### src/rtl/uart_rx_pkg.sv
package uart_rx_pkg;
    typedef enum logic [2:0] {
        ST_IDLE, ST_START, ST_DATA, ST_PAR, ST_STOP1, ST_STOP2
    } rx_state_e;

    typedef struct packed {
        logic short_word;
        logic par_en;
        logic par_odd;
        logic two_stop;
    } rx_cfg_t;
endpackage

### src/rtl/uart_rx_sync.sv
module uart_rx_sync #(
    parameter int STAGES = 2
) (
    input  logic clk,
    input  logic rst_n,
    input  logic din,
    output logic dout
);
    logic [STAGES-1:0] chain_d, chain_q;

    always_comb begin
        chain_d = {chain_q[STAGES-2:0], din};
    end

    always_ff @(posedge clk or negedge rst_n) begin
        if (!rst_n) chain_q <= '1;
        else        chain_q <= chain_d;
    end

    assign dout = chain_q[STAGES-1];
endmodule

### src/rtl/uart_rx_frame.sv
module uart_rx_frame
    import uart_rx_pkg::*;
#(
    parameter int OVS = 16,
    parameter int DW  = 8
) (
    input  logic          clk,
    input  logic          rst_n,
    input  logic          tick,
    input  logic          rx,
    input  logic          lock,
    input  rx_cfg_t       cfg_i,
    output logic          done,
    output logic [DW-1:0] data,
    output logic          pbit,
    output logic          stop_ok,
    output rx_cfg_t       cfg_o
);
    localparam int CW = $clog2(OVS);
    localparam int BW = $clog2(DW);
    localparam logic [CW-1:0] MID   = CW'(OVS/2 - 1);
    localparam logic [CW-1:0] LASTT = CW'(OVS - 1);
    localparam logic [BW-1:0] LAST_FULL  = BW'(DW - 1);
    localparam logic [BW-1:0] LAST_SHORT = BW'(DW - 2);

    typedef struct packed {
        rx_state_e     state;
        logic [CW-1:0] cnt;
        logic [BW-1:0] nbit;
        logic [DW-1:0] sh;
        rx_cfg_t       cfg;
        logic          pbit;
        logic          stop_ok;
        logic          done;
        logic          rx_prev;
    } fr_t;

    fr_t d, q;
    logic [BW-1:0] last_bit;
    logic          at_end;

    always_comb begin
        d        = q;
        d.done   = 1'b0;
        last_bit = q.cfg.short_word ? LAST_SHORT : LAST_FULL;
        at_end   = (q.cnt == LASTT);
        if (tick) begin
            d.rx_prev = rx;
            unique case (q.state)
                ST_IDLE: begin
                    if (q.rx_prev && !rx && !lock) begin
                        d.state = ST_START;
                        d.cnt   = '0;
                        d.nbit  = '0;
                        d.sh    = '0;
                        d.cfg   = cfg_i;
                    end
                end
                ST_START: begin
                    if (q.cnt == MID) begin
                        d.cnt   = '0;
                        d.state = rx ? ST_IDLE : ST_DATA;
                    end else begin
                        d.cnt = q.cnt + 1'b1;
                    end
                end
                ST_DATA: begin
                    if (at_end) begin
                        d.cnt = '0;
                        d.sh  = {rx, q.sh[DW-1:1]};
                        if (q.nbit == last_bit)
                            d.state = q.cfg.par_en ? ST_PAR : ST_STOP1;
                        else
                            d.nbit = q.nbit + 1'b1;
                    end else begin
                        d.cnt = q.cnt + 1'b1;
                    end
                end
                ST_PAR: begin
                    if (at_end) begin
                        d.cnt   = '0;
                        d.pbit  = rx;
                        d.state = ST_STOP1;
                    end else begin
                        d.cnt = q.cnt + 1'b1;
                    end
                end
                ST_STOP1: begin
                    if (at_end) begin
                        d.cnt     = '0;
                        d.stop_ok = rx;
                        d.done    = 1'b1;
                        d.state   = q.cfg.two_stop ? ST_STOP2 : ST_IDLE;
                    end else begin
                        d.cnt = q.cnt + 1'b1;
                    end
                end
                ST_STOP2: begin
                    if (at_end) begin
                        d.cnt   = '0;
                        d.state = ST_IDLE;
                    end else begin
                        d.cnt = q.cnt + 1'b1;
                    end
                end
                default: d.state = ST_IDLE;
            endcase
        end
    end

    always_ff @(posedge clk or negedge rst_n) begin
        if (!rst_n) begin
            q         <= '0;
            q.state   <= ST_IDLE;
            q.rx_prev <= 1'b1;
        end else begin
            q <= d;
        end
    end

    assign done    = q.done;
    assign data    = q.cfg.short_word ? {1'b0, q.sh[DW-1:1]} : q.sh;
    assign pbit    = q.pbit;
    assign stop_ok = q.stop_ok;
    assign cfg_o   = q.cfg;


    lockout_hold_chk: assert property (@(posedge clk) disable iff (!rst_n)
        (q.state == ST_IDLE && lock) |=> (q.state == ST_IDLE));


    glitch_reject_chk: assert property (@(posedge clk) disable iff (!rst_n)
        (q.state == ST_START && tick && q.cnt == MID && rx) |=> (q.state == ST_IDLE && !q.done));
endmodule

### src/rtl/uart_rx_status.sv
module uart_rx_status
    import uart_rx_pkg::*;
#(
    parameter int DW = 8
) (
    input  logic          clk,
    input  logic          rst_n,
    input  logic          done,
    input  logic [DW-1:0] data,
    input  logic          pbit,
    input  logic          stop_ok,
    input  rx_cfg_t       cfg,
    input  logic          rd_ack,
    input  logic          err_clr,
    input  logic          irq_en,
    output logic [DW-1:0] rdata,
    output logic          full,
    output logic          ovr,
    output logic          perr,
    output logic          ferr,
    output logic          irq_rx,
    output logic          irq_err,
    output logic          lock
);
    typedef struct packed {
        logic [DW-1:0] rdata;
        logic          full;
        logic          ovr;
        logic          perr;
        logic          ferr;
    } st_t;

    st_t  d, q;
    logic par_bad, stop_bad, ovr_bad;

    always_comb begin
        d        = q;
        par_bad  = cfg.par_en && ((^data ^ pbit) != cfg.par_odd);
        stop_bad = !stop_ok;
        ovr_bad  = q.full;
        if (rd_ack)  d.full = 1'b0;
        if (err_clr) begin
            d.ovr  = 1'b0;
            d.perr = 1'b0;
            d.ferr = 1'b0;
        end
        if (done) begin
            if (par_bad || stop_bad || ovr_bad) begin
                if (par_bad)  d.perr = 1'b1;
                if (stop_bad) d.ferr = 1'b1;
                if (ovr_bad)  d.ovr  = 1'b1;
            end else begin
                d.rdata = data;
                d.full  = 1'b1;
            end
        end
    end

    always_ff @(posedge clk or negedge rst_n) begin
        if (!rst_n) q <= '0;
        else        q <= d;
    end

    assign rdata   = q.rdata;
    assign full    = q.full;
    assign ovr     = q.ovr;
    assign perr    = q.perr;
    assign ferr    = q.ferr;
    assign lock    = q.ovr | q.perr | q.ferr;
    assign irq_rx  = irq_en & q.full;
    assign irq_err = irq_en & lock;


    ovr_keep_chk: assert property (@(posedge clk) disable iff (!rst_n)
        (done && q.full && !rd_ack) |=> (q.ovr && q.full && $stable(q.rdata)));


    set_wins_chk: assert property (@(posedge clk) disable iff (!rst_n)
        (done && !stop_ok) |=> q.ferr);


    load_chk: assert property (@(posedge clk) disable iff (!rst_n)
        (done && stop_ok && !cfg.par_en && !q.full) |=> (q.full && q.rdata == $past(data)));


    no_full_on_err_chk: assert property (@(posedge clk) disable iff (!rst_n)
        (done && !stop_ok && !q.full) |=> !q.full);
endmodule

### src/rtl/uart_rx_lockout.sv
module uart_rx_lockout
    import uart_rx_pkg::*;
#(
    parameter int OVS         = 16,
    parameter int DW          = 8,
    parameter int SYNC_STAGES = 2
) (
    input  logic          clk,
    input  logic          rst_n,
    input  logic          os_tick,
    input  logic          rxd,
    input  logic          cfg_short_word,
    input  logic          cfg_par_en,
    input  logic          cfg_par_odd,
    input  logic          cfg_two_stop,
    input  logic          irq_en,
    input  logic          rd_ack,
    input  logic          err_clr,
    output logic [DW-1:0] rx_data,
    output logic          rx_full,
    output logic          err_overrun,
    output logic          err_parity,
    output logic          err_frame,
    output logic          irq_rx,
    output logic          irq_err
);
    logic          rx_s, lock, done, pbit, stop_ok;
    logic [DW-1:0] data;
    rx_cfg_t       cfg_in, cfg_fr;

    assign cfg_in = '{short_word: cfg_short_word, par_en: cfg_par_en,
                      par_odd: cfg_par_odd, two_stop: cfg_two_stop};

    uart_rx_sync #(.STAGES(SYNC_STAGES)) u_sync (
        .clk(clk), .rst_n(rst_n), .din(rxd), .dout(rx_s)
    );

    uart_rx_frame #(.OVS(OVS), .DW(DW)) u_frame (
        .clk(clk), .rst_n(rst_n), .tick(os_tick), .rx(rx_s), .lock(lock),
        .cfg_i(cfg_in), .done(done), .data(data), .pbit(pbit),
        .stop_ok(stop_ok), .cfg_o(cfg_fr)
    );

    uart_rx_status #(.DW(DW)) u_status (
        .clk(clk), .rst_n(rst_n), .done(done), .data(data), .pbit(pbit),
        .stop_ok(stop_ok), .cfg(cfg_fr), .rd_ack(rd_ack), .err_clr(err_clr),
        .irq_en(irq_en), .rdata(rx_data), .full(rx_full), .ovr(err_overrun),
        .perr(err_parity), .ferr(err_frame), .irq_rx(irq_rx), .irq_err(irq_err),
        .lock(lock)
    );
endmodule

### config.mk
export PLATFORM = sky130hd
export DESIGN_NAME = uart_rx_lockout
export DESIGN_NICKNAME = d
export VERILOG_FILES = /design/src/rtl/uart_rx_pkg.sv /design/src/rtl/uart_rx_sync.sv /design/src/rtl/uart_rx_frame.sv /design/src/rtl/uart_rx_status.sv /design/src/rtl/uart_rx_lockout.sv
export SDC_FILE = /design/constraint.sdc
export NUM_CORES = 1
export LEC_CHECK = 0
export ABC_AREA = 1
export ABC_CLOCK_PERIOD_IN_PS = 3100
export BUFFER_PORTS_ARGS = -buffer_cell sky130_fd_sc_hd__buf_2
export CAP_MARGIN = 25
export CORE_MARGIN = 1
export CORE_UTILIZATION = 55
export DETAILED_ROUTE_END_ITERATION = 10
export HOLD_SLACK_MARGIN = 0.05
export PLACE_DENSITY = 0.76
export SLEW_MARGIN = 15
export SYNTH_ARGS = -nofsm -noshare
export SYNTH_HDL_FRONTEND = slang
export SYNTH_SLANG_ARGS = --single-unit
### constraint.sdc
create_clock -name clk -period 3.1 [get_ports clk]
set_clock_uncertainty 0.2 [all_clocks]
set_input_delay 0.465 -clock clk [delete_from_list [all_inputs] [get_ports clk]]
set_output_delay 0.465 -clock clk [all_outputs]
set_load 0.1 [all_outputs]
==> results.toml, run 1 <==
[run_status]
run_status = "completed"

[floorplanning]
io_pins = 25
row_count = 22
die_x_um = 63.8
die_h_um = 63.8
dieArea_sq_mm = 0.00407
initial_core_util_pct = 57.4
core_area_sq_mm = 0.00366

[placed_design]
place.gp.congestion = 0.878
hpwl_um = 3040
dp_cells = 353
port_buffers = 24

[clocking]
clockBufferDepth = 2
cts.sinks = 40
cts_setup_buffers = 0
worstSkewPairLatency_ns = 0.29
cts_tree = "yes"
cts_buffers = 5
htreeDepth = 2
cts_hold_buf = 0
clockRootBuffer = "clkbuf_8"
postCtsResizedCells = 0
cts.reportedPaths.clkPinSlew_ns = 0.08

[final_layout]
fillers = 340
layout.nets = 325
area.growth.synth_to_final_pct = 13.1
drive_gt1_share_pct = 13.1
layout_common_cells = "nand2_1, dfrtp_1, inv_1"
diodes = 0
final_common_cell = "nand2_1"
instances_no_fill = 361
postLayoutCoreUtil_pct = 64.9

[sta]
fmaxAchievable_ghz = 0.421
final-hold-violation-count = 0
layout_min_cycle_time_ns = 2.37
relSlewSlack_pct = 42.4
setup_violations = 0
period_share_pct = 76.5
rsz0062_at_grt = "false"
slew_viol_final = 0
setup_tns_ns = 0
tightest_slew_ns = 0.863

[detailed_routing]
detail_route.first_pass.iterations = 4
avgRoutedWirePerCell_um = 11.1
wl_um = 4020
viasPerCell = 5.12
num_vias = 1849
antenna_left = 0
drt_iter0_drc = 70
drc = 0

[yosys]
seq_area_frac_synth_pct = 47.8
yosys_most_used_dff = "dfrtp_1"
async_flop_share_pct = 100
ys_seq_elements = 40
synthCells = 283
ys_top_cells_by_area = "dfrtp_1, nand2_1, inv_1"
ys_warn_count = 0
ys_types = 28
synth_top_area_share_pct = 44.1
synth_edf_count = 0
netlist_area_sq_mm = 0.00210
syn_area_per_cell_sq_um = 7.42
yosysTopAreaCell = "dfrtp_1"
syn_nets = 296

[job]
cap_viol_max_count = 0

[global_routing]
grt_overflow_total = 0
antenna_found_initial = 0
grt_max_degree = 41
grt_pass1_vias = 1791
grt_pass1_wl_um = 7240
grt_use_total_pct = 23.0

[setup_path]
path_cells = "inv_2, nand2_1, nand2_1, nand2_1, nand2_1, nand2_1, nand3_1, nand2_1, nand2_1, nand3_4, nand2_4, nand2_1, nand2_1"
cp_max_fo = 23
worstPathArrival_ns = 2.36
cpMaxStageDelayCell = "dfrtp_1"
crit_path_start_kind = "flip-flop"
crit_required_ns = 3.08
cp-end-kind = "flip-flop"
timing_worst_setup_path_type = "flip-flop to flip-flop"
crit_top_cell = "nand2_1"
cpPeakStageDelay_ns = 0.76
critPathBufInv = 1
critPathTopFamily = "simple AND/OR/NAND/NOR gates"

[power]
p_per_area_mw_per_mm2 = 965
irDropWorstVdd_uv = 471
p_leak_nw = 1.30

[hold_path]
hold_class = "input pin to flip-flop"
Yosys cell counts, drive strengths merged, types with 2 or more instances:
cell type,n
nand2,105
dfrtp,37
inv,34
nand3,25
nor2,21
o21ai,18
o22ai,11
a21oi,8
nor3,7
buf,3
dfstp,3
a31oi,2
ha,2
final cells by class:
cell class | count | area (sq um) | area share [%]
Sequential cell | 40 | 1000 | 42.3
Multi-Input combinational cell | 206 | 948 | 39.9
Timing Repair Buffer | 25 | 128 | 5.37
Inverter | 34 | 128 | 5.37
Clock buffer | 6 | 72.6 | 3.05
Tap cell | 48 | 60.1 | 2.53
Clock inverter | 2 | 35.0 | 1.47
state kept, by name (all words and copies together), names as in the netlist:
name	count
u_status.ferr	1
u_frame.cfg_o	4
u_sync.chain_q	2
u_status.perr	1
u_frame.stop_ok	1
u_frame.q	19
u_frame.pbit	1
u_frame.done	1
u_status.full	1
u_status.rdata	8
u_status.ovr	1
worst paths after layout:
check | start | end | slack, ns | depth (start not counted)
max in group asynchronous | rst_n | u_frame.q[22] | 2.08 | 1
setup reg to reg | u_frame.cfg_o[3] | u_status.rdata[5] | 0.73 | 13
setup / recovery | u_frame.cfg_o[3] | u_status.rdata[5] | 0.73 | 13
hold / removal | rxd | u_sync.chain_q[0] | 0.07 | 1
hold reg to reg | u_sync.chain_q[0] | u_sync.chain_q[1] | 0.16 | 0
min in group asynchronous | rst_n | u_status.full | 0.08 | 1
report_power, final:
group / leakage, nW / internal (W) / switching (W) / total (W)
sequential: 0.523 / 0.000661 / 0.000150 / 0.000811
combinational: 0.718 / 0.000361 / 0.000704 / 0.00107
clock: 0.0552 / 0.000239 / 0.000177 / 0.000416
total: 1.30 / 0.00126 / 0.00103 / 0.00229
per-stage QoR:
step	power [W]	cell area [sq um]	setup WS, ns	hold slack [ns]
finish	0.00229	2380	0.727	0.0682
global route	0.00251	2380	0.430	0.0606
CTS	0.00231	2380	0.722	0.0543
detailed placement	0.00189	2270	0.744	0.155
global placement	0.00185	2270	0.726	0.146
floorplan	0.00166	2100	0.526	-0.0306
cell families (layout without fill, tap and decap cells):
group / count (synthesis) / count (layout) / synth area share [%]
buf+inv: 37 / 67 / 7.03
fa+ha+maj: 2 / 2 / 1.19
compound gates: 42 / 42 / 11.1
simple gates: 162 / 162 / 32.8
flops: 40 / 40 / 47.8
per-layer routing:
layer	track usage (%)	share of wire [%]	vias up
met5	0	0	-
met4	12.2	3.0	0
met3	5.71	3.5	10
met2	39.6	48	35
met1	26.1	46	831
li1	-	-	973
Power figures use the tool's default switching activity.
==> run 2, diff against run 1 <==
--- a/config.mk
+++ b/config.mk
@@ -6,14 +6,14 @@
 export NUM_CORES = 1
 export LEC_CHECK = 0
 export ABC_AREA = 1
-export ABC_CLOCK_PERIOD_IN_PS = 3100
+export ABC_CLOCK_PERIOD_IN_PS = 2150
 export BUFFER_PORTS_ARGS = -buffer_cell sky130_fd_sc_hd__buf_2
 export CAP_MARGIN = 25
 export CORE_MARGIN = 1
-export CORE_UTILIZATION = 55
+export CORE_UTILIZATION = 52
 export DETAILED_ROUTE_END_ITERATION = 10
 export HOLD_SLACK_MARGIN = 0.05
-export PLACE_DENSITY = 0.76
+export PLACE_DENSITY = 0.75
 export SLEW_MARGIN = 15
 export SYNTH_ARGS = -nofsm -noshare
 export SYNTH_HDL_FRONTEND = slang
==> constraint.sdc (replaced) <==
create_clock -name clk -period 2.15 [get_ports clk]
set_clock_uncertainty 0.2 [all_clocks]
set_input_delay 0.3225 -clock clk [delete_from_list [all_inputs] [get_ports clk]]
set_output_delay 0.3225 -clock clk [all_outputs]
set_load 0.1 [all_outputs]
==> results.toml, run 2 (synthesis gave the netlist of run 1 again) <==
[power]
irDropWorstVdd_uv = 689
power_w = 0.00327
p_per_area_mw_per_mm2 = 1330
p_leak_nw = 1.33

[sta]
period_share_pct = 91.0
relSlewSlack_pct = 55.7
setup_ws_ns = 0.193
fmaxAchievable_ghz = 0.511
final-hold-violation-count = 0
tightest_slew_ns = 0.662
layout_min_cycle_time_ns = 1.96
setup_tns_ns = 0
fin_worst_hold_slack_ns = 0.0825
setup_violations = 0
slew_viol_final = 0
rsz0062_at_grt = "false"

[detailed_routing]
drc = 0
detail_route.first_pass.iterations = 4
antenna_left = 0
wl_um = 4140
viasPerCell = 5.13
avgRoutedWirePerCell_um = 11.2
drt_iter0_drc = 118
num_vias = 1904

[placed_design]
pre_cts_ws_ns = 0.0791
hpwl_um = 3130
place.gp.congestion = 0.895
port_buffers = 24

[setup_path]
crit_required_ns = 2.13
cp-end-kind = "flip-flop"
timing_worst_setup_path_type = "flip-flop to flip-flop"
cp_max_fo = 19
crit_path_start_kind = "flip-flop"
worstPathArrival_ns = 1.94

[floorplanning]
die_h_um = 65.6
io_pins = 25
die_x_um = 65.6
initial_core_util_pct = 55.7
dieArea_sq_mm = 0.00430
core_area_sq_mm = 0.00377
row_count = 22

[clocking]
cts.sinks = 40
cts_buffers = 5
clockRootBuffer = "clkbuf_8"
cts.reportedPaths.clkPinSlew_ns = 0.07
cts_tree = "yes"
htreeDepth = 2
worstSkewPairLatency_ns = 0.29
clockBufferDepth = 2

[final_layout]
layout_common_cells = "nand2_1, inv_1, dfrtp_1"
largest_reg_flops = 19
area.growth.synth_to_final_pct = 17.6
regMostFlops = "u_frame.q"
drive_gt1_share_pct = 16.7
layout.nets = 335
diodes = 0
final_common_cell = "nand2_1"

[global_routing]
grt_pass1_wl_um = 7270
grt_overflow_total = 0
grt_pass1_vias = 1711
grt_max_degree = 20
antenna_found_initial = 0
grt_use_total_pct = 22.2

[run_status]
run_status = "completed"

[job]
cap_viol_max_count = 0

[hold_path]
hold_class = "input pin to flip-flop"
-- run 2: cell types whose count changed in the layout (fill, tap and decap cells not counted), moves of 2 or more --
| cell | change |
|---|---|
| dlygate4sd3_1 | +5 |
| dfrtp_2 | +4 |
| nand2_1 | -2 |
| nand2_2 | +2 |
| buf_4 | +4 |
| dfrtp_1 | -4 |
-- run 2: layout make-up --
class	count	area (sq um)
fillers	337	1300
flip-flops and latches	40	1010
inverters	34	130
clock buffers	8	90.1
well taps	48	60.1
multi-input cells	206	961
repair buffers	35	219
-- run 2: path summary, 6_finish.rpt --
check / endpoint / depth (start not counted) / slack (ns) / start
worst max-delay path: u_status.rdata[6] / 13 / 0.19 / u_frame.cfg_o[3]
worst min-delay path: u_frame.cfg_o[0] / 3 / 0.08 / cfg_two_stop
worst max register to register: u_status.rdata[6] / 13 / 0.19 / u_frame.cfg_o[3]
worst min register to register: u_sync.chain_q[1] / 0 / 0.16 / u_sync.chain_q[0]
max in group asynchronous: u_sync.chain_q[0] / 3 / 0.88 / rst_n
min in group asynchronous: u_status.rdata[5] / 2 / 0.29 / rst_n
-- run 2: where the power goes --
group / switching, W / internal, W
Clock: 0.000246 / 0.000262
Sequential: 0.000190 / 0.000956
Combinational: 0.00105 / 0.000566
Total: 0.00149 / 0.00178
-- run 2: per-layer routing --
| metal | vias to the layer above | global-route usage, % | routed length, um |
|---|---|---|---|
| met2 | 45 | 36.6 | 2040 |
| met3 | 4 | 4.17 | 148 |
| met5 | - | 0 | 0 |
| met4 | 0 | 9.51 | 40 |
| li1 | 998 | - | - |
| met1 | 857 | 28.5 | 1920 |
-- run 2: metrics by stage --
| stage | utilization (%) | instances | area, sq um |
|---|---|---|---|
| after floorplan | - | 283 | 2110 |
| after global placement | 61.1 | 357 | 2300 |
| after detailed placement | 61.1 | 357 | 2300 |
| after CTS | 64.8 | 370 | 2440 |
| after global routing | 65.5 | 371 | 2470 |
| final | 65.5 | 371 | 2470 |
-- run 2: worst max-delay path, cell delays in order (launching register included) --
cell,delay (ns)
dfrtp_2,0.46
buf_6,0.17
o21ai_1,0.18
nand2_1,0.07
nand2_1,0.09
inv_1,0.04
nand2_1,0.05
nand2_1,0.07
inv_1,0.07
nand2_2,0.06
nand3_4,0.12
nand2_4,0.10
nand2_1,0.10
nand2_1,0.05
-- run 2: repair_timing --
| action | 4_1_cts | 5_1_grt |
|---|---|---|
| endpoints found under the setup margin | 0 | 24 |
| endpoints found under the hold margin | 23 | 0 |
| hold buffers | 5 | 0 |
| gates resized for setup | 0 | 8 |
| setup buffers | 0 | 1 |
==> run 3, diff against run 2 <==
--- a/config.mk
+++ b/config.mk
@@ -11,6 +11,7 @@
 export CAP_MARGIN = 25
 export CORE_MARGIN = 1
 export CORE_UTILIZATION = 52
+export CTS_BUF_LIST = sky130_fd_sc_hd__clkbuf_16
 export DETAILED_ROUTE_END_ITERATION = 10
 export HOLD_SLACK_MARGIN = 0.05
 export PLACE_DENSITY = 0.75
==> results.toml, run 3 (synthesis gave the netlist of run 1 again) <==
[placed_design]
postPlaceCellArea_sq_mm = 0.00230
hpwl_um = 3130
pre_cts_ws_ns = 0.0791
place.gp.congestion = 0.895
port_buffers = 24

[final_layout]
drive_gt1_share_pct = 16.8
diodes = 0
regMostFlops = "u_frame.q"
fillers = 331
layout_common_cells = "nand2_1, inv_1, dfrtp_1"
largest_reg_flops = 19
final_area_sq_mm = 0.00250
layout.nets = 333
final_common_cell = "nand2_1"
area.growth.synth_to_final_pct = 19.1

[global_routing]
grt_pass1_vias = 1724
grt_util_met3_pct = 3.65
grt_max_degree = 20
grt_use_met1_pct = 28.2
antenna_found_initial = 0
grt_overflow_total = 0
grt_busiest_layer = "met2"
grt.met2_usage_pct = 38.0
grt_use_total_pct = 22.1
grt_pass1_wl_um = 7290

[detailed_routing]
drt_iter0_drc = 101
num_vias = 1887
viasPerCell = 5.11
wl_um = 4110
antenna_left = 0
avgRoutedWirePerCell_um = 11.1
drc = 0
detail_route.first_pass.iterations = 4

[floorplanning]
die_h_um = 65.6
io_pins = 25
core_area_sq_mm = 0.00377
initial_core_util_pct = 55.7
dieArea_sq_mm = 0.00430
row_count = 22
die_x_um = 65.6

[setup_path]
cp-end-kind = "flip-flop"
crit_path_start_kind = "flip-flop"
cp_max_fo = 19
crit_required_ns = 2.12
timing_worst_setup_path_type = "flip-flop to flip-flop"
worstPathArrival_ns = 1.93

[sta]
rsz0062_at_grt = "true"
setup_violations = 0
layout_min_cycle_time_ns = 1.97
fmaxAchievable_ghz = 0.508
relSlewSlack_pct = 56.2
period_share_pct = 91.5
setup_ws_ns = 0.183
final-hold-violation-count = 0
tightest_slew_ns = 0.654
slew_viol_final = 0

[job]
cap_viol_max_count = 0

[clocking]
cts_buffers = 5
htreeDepth = 2
cts.reportedPaths.clkPinSlew_ns = 0.05
clockRootBuffer = "clkbuf_16"
worstSkewPairLatency_ns = 0.28
cts.sinks = 40
cts_tree = "yes"
clockBufferDepth = 2

[power]
p_per_area_mw_per_mm2 = 1380
irDropWorstVdd_uv = 827
p_leak_nw = 1.35

[run_status]
run_status = "completed"

[hold_path]
hold_class = "input pin to flip-flop"
[run 3: cell types whose count changed in the layout (fill, tap and decap cells not counted)]
cell,change
clkbuf_16,+5
clkbuf_8,-6
nor3_1,-1
dlygate4sd3_1,-2
nor3_2,+1
clkinv_1,+1
clkbuf_1,-2
inv_1,+2
[run 3: path summary, 6_finish.rpt]
path | startpoint | endpoint | slack, ns | cells past startpoint
max in group asynchronous | rst_n | u_sync.chain_q[0] | 0.86 | 3
min in group asynchronous | rst_n | u_status.rdata[6] | 0.31 | 2
worst min-delay path | os_tick | u_frame.q[0] | 0.06 | 2
worst max-delay path | u_frame.cfg_o[3] | u_status.rdata[6] | 0.18 | 13
worst max register to register | u_frame.cfg_o[3] | u_status.rdata[6] | 0.18 | 13
worst min register to register | u_sync.chain_q[0] | u_sync.chain_q[1] | 0.16 | 0
[run 3: per-layer routing]
metal | routed length (um) | vias up
met3 | 111 | 5
li1 | - | 998
met5 | 0 | -
met4 | 42 | 0
met2 | 2040 | 29
met1 | 1920 | 855
[run 3: stage by stage]
stage / instances / hold slack, ns / total power (W) / TNS, ns / utilization, %
2_1_floorplan: 283 / -0.173 / 0.00239 / 0 / -
3_3_place_gp: 357 / 0.0761 / 0.00268 / 0 / 61.1
3_5_place_dp: 357 / 0.0805 / 0.00272 / 0 / 61.1
4_1_cts: 368 / 0.0519 / 0.00342 / 0 / 65.5
5_1_grt: 369 / 0.0650 / 0.00378 / -0.00322 / 66.3
6_report: 369 / 0.0552 / 0.00345 / 0 / 66.3
[run 3: report_power, final]
group | total [W] | internal (W) | switching (W)
Clock | 0.000681 | 0.000417 | 0.000264
Combinational | 0.00162 | 0.000564 | 0.00105
Sequential | 0.00115 | 0.000958 | 0.000191
[run 3: worst max-delay path, cell delays in order (launching register included)]
cell,delay [ns]
dfrtp_2,0.45
buf_6,0.17
o21ai_1,0.18
nand2_1,0.07
nand2_1,0.09
inv_1,0.04
nand2_1,0.05
nand2_1,0.07
inv_1,0.07
nand2_2,0.06
nand3_4,0.12
nand2_4,0.10
nand2_1,0.10
nand2_1,0.06
[run 3: layout make-up]
type	instances	area (sq um)	share of cell area, %
well taps	48	60.1	2.40
inverters	34	130	5.20
flip-flops and latches	40	1010	40.4
clock inverters	3	11.3	0.450
multi-input cells	206	966	38.6
clock buffers	5	125	5.00
repair buffers	33	199	7.95
[run 3: timing repair]
| item | CTS | global route |
|---|---|---|
| buffers inserted | 0 | 1 |
| resized for setup | 0 | 9 |
| endpoints found under the hold margin | 19 | 0 |
| hold buffers | 3 | 0 |
| endpoints found under the setup margin | 0 | 23 |
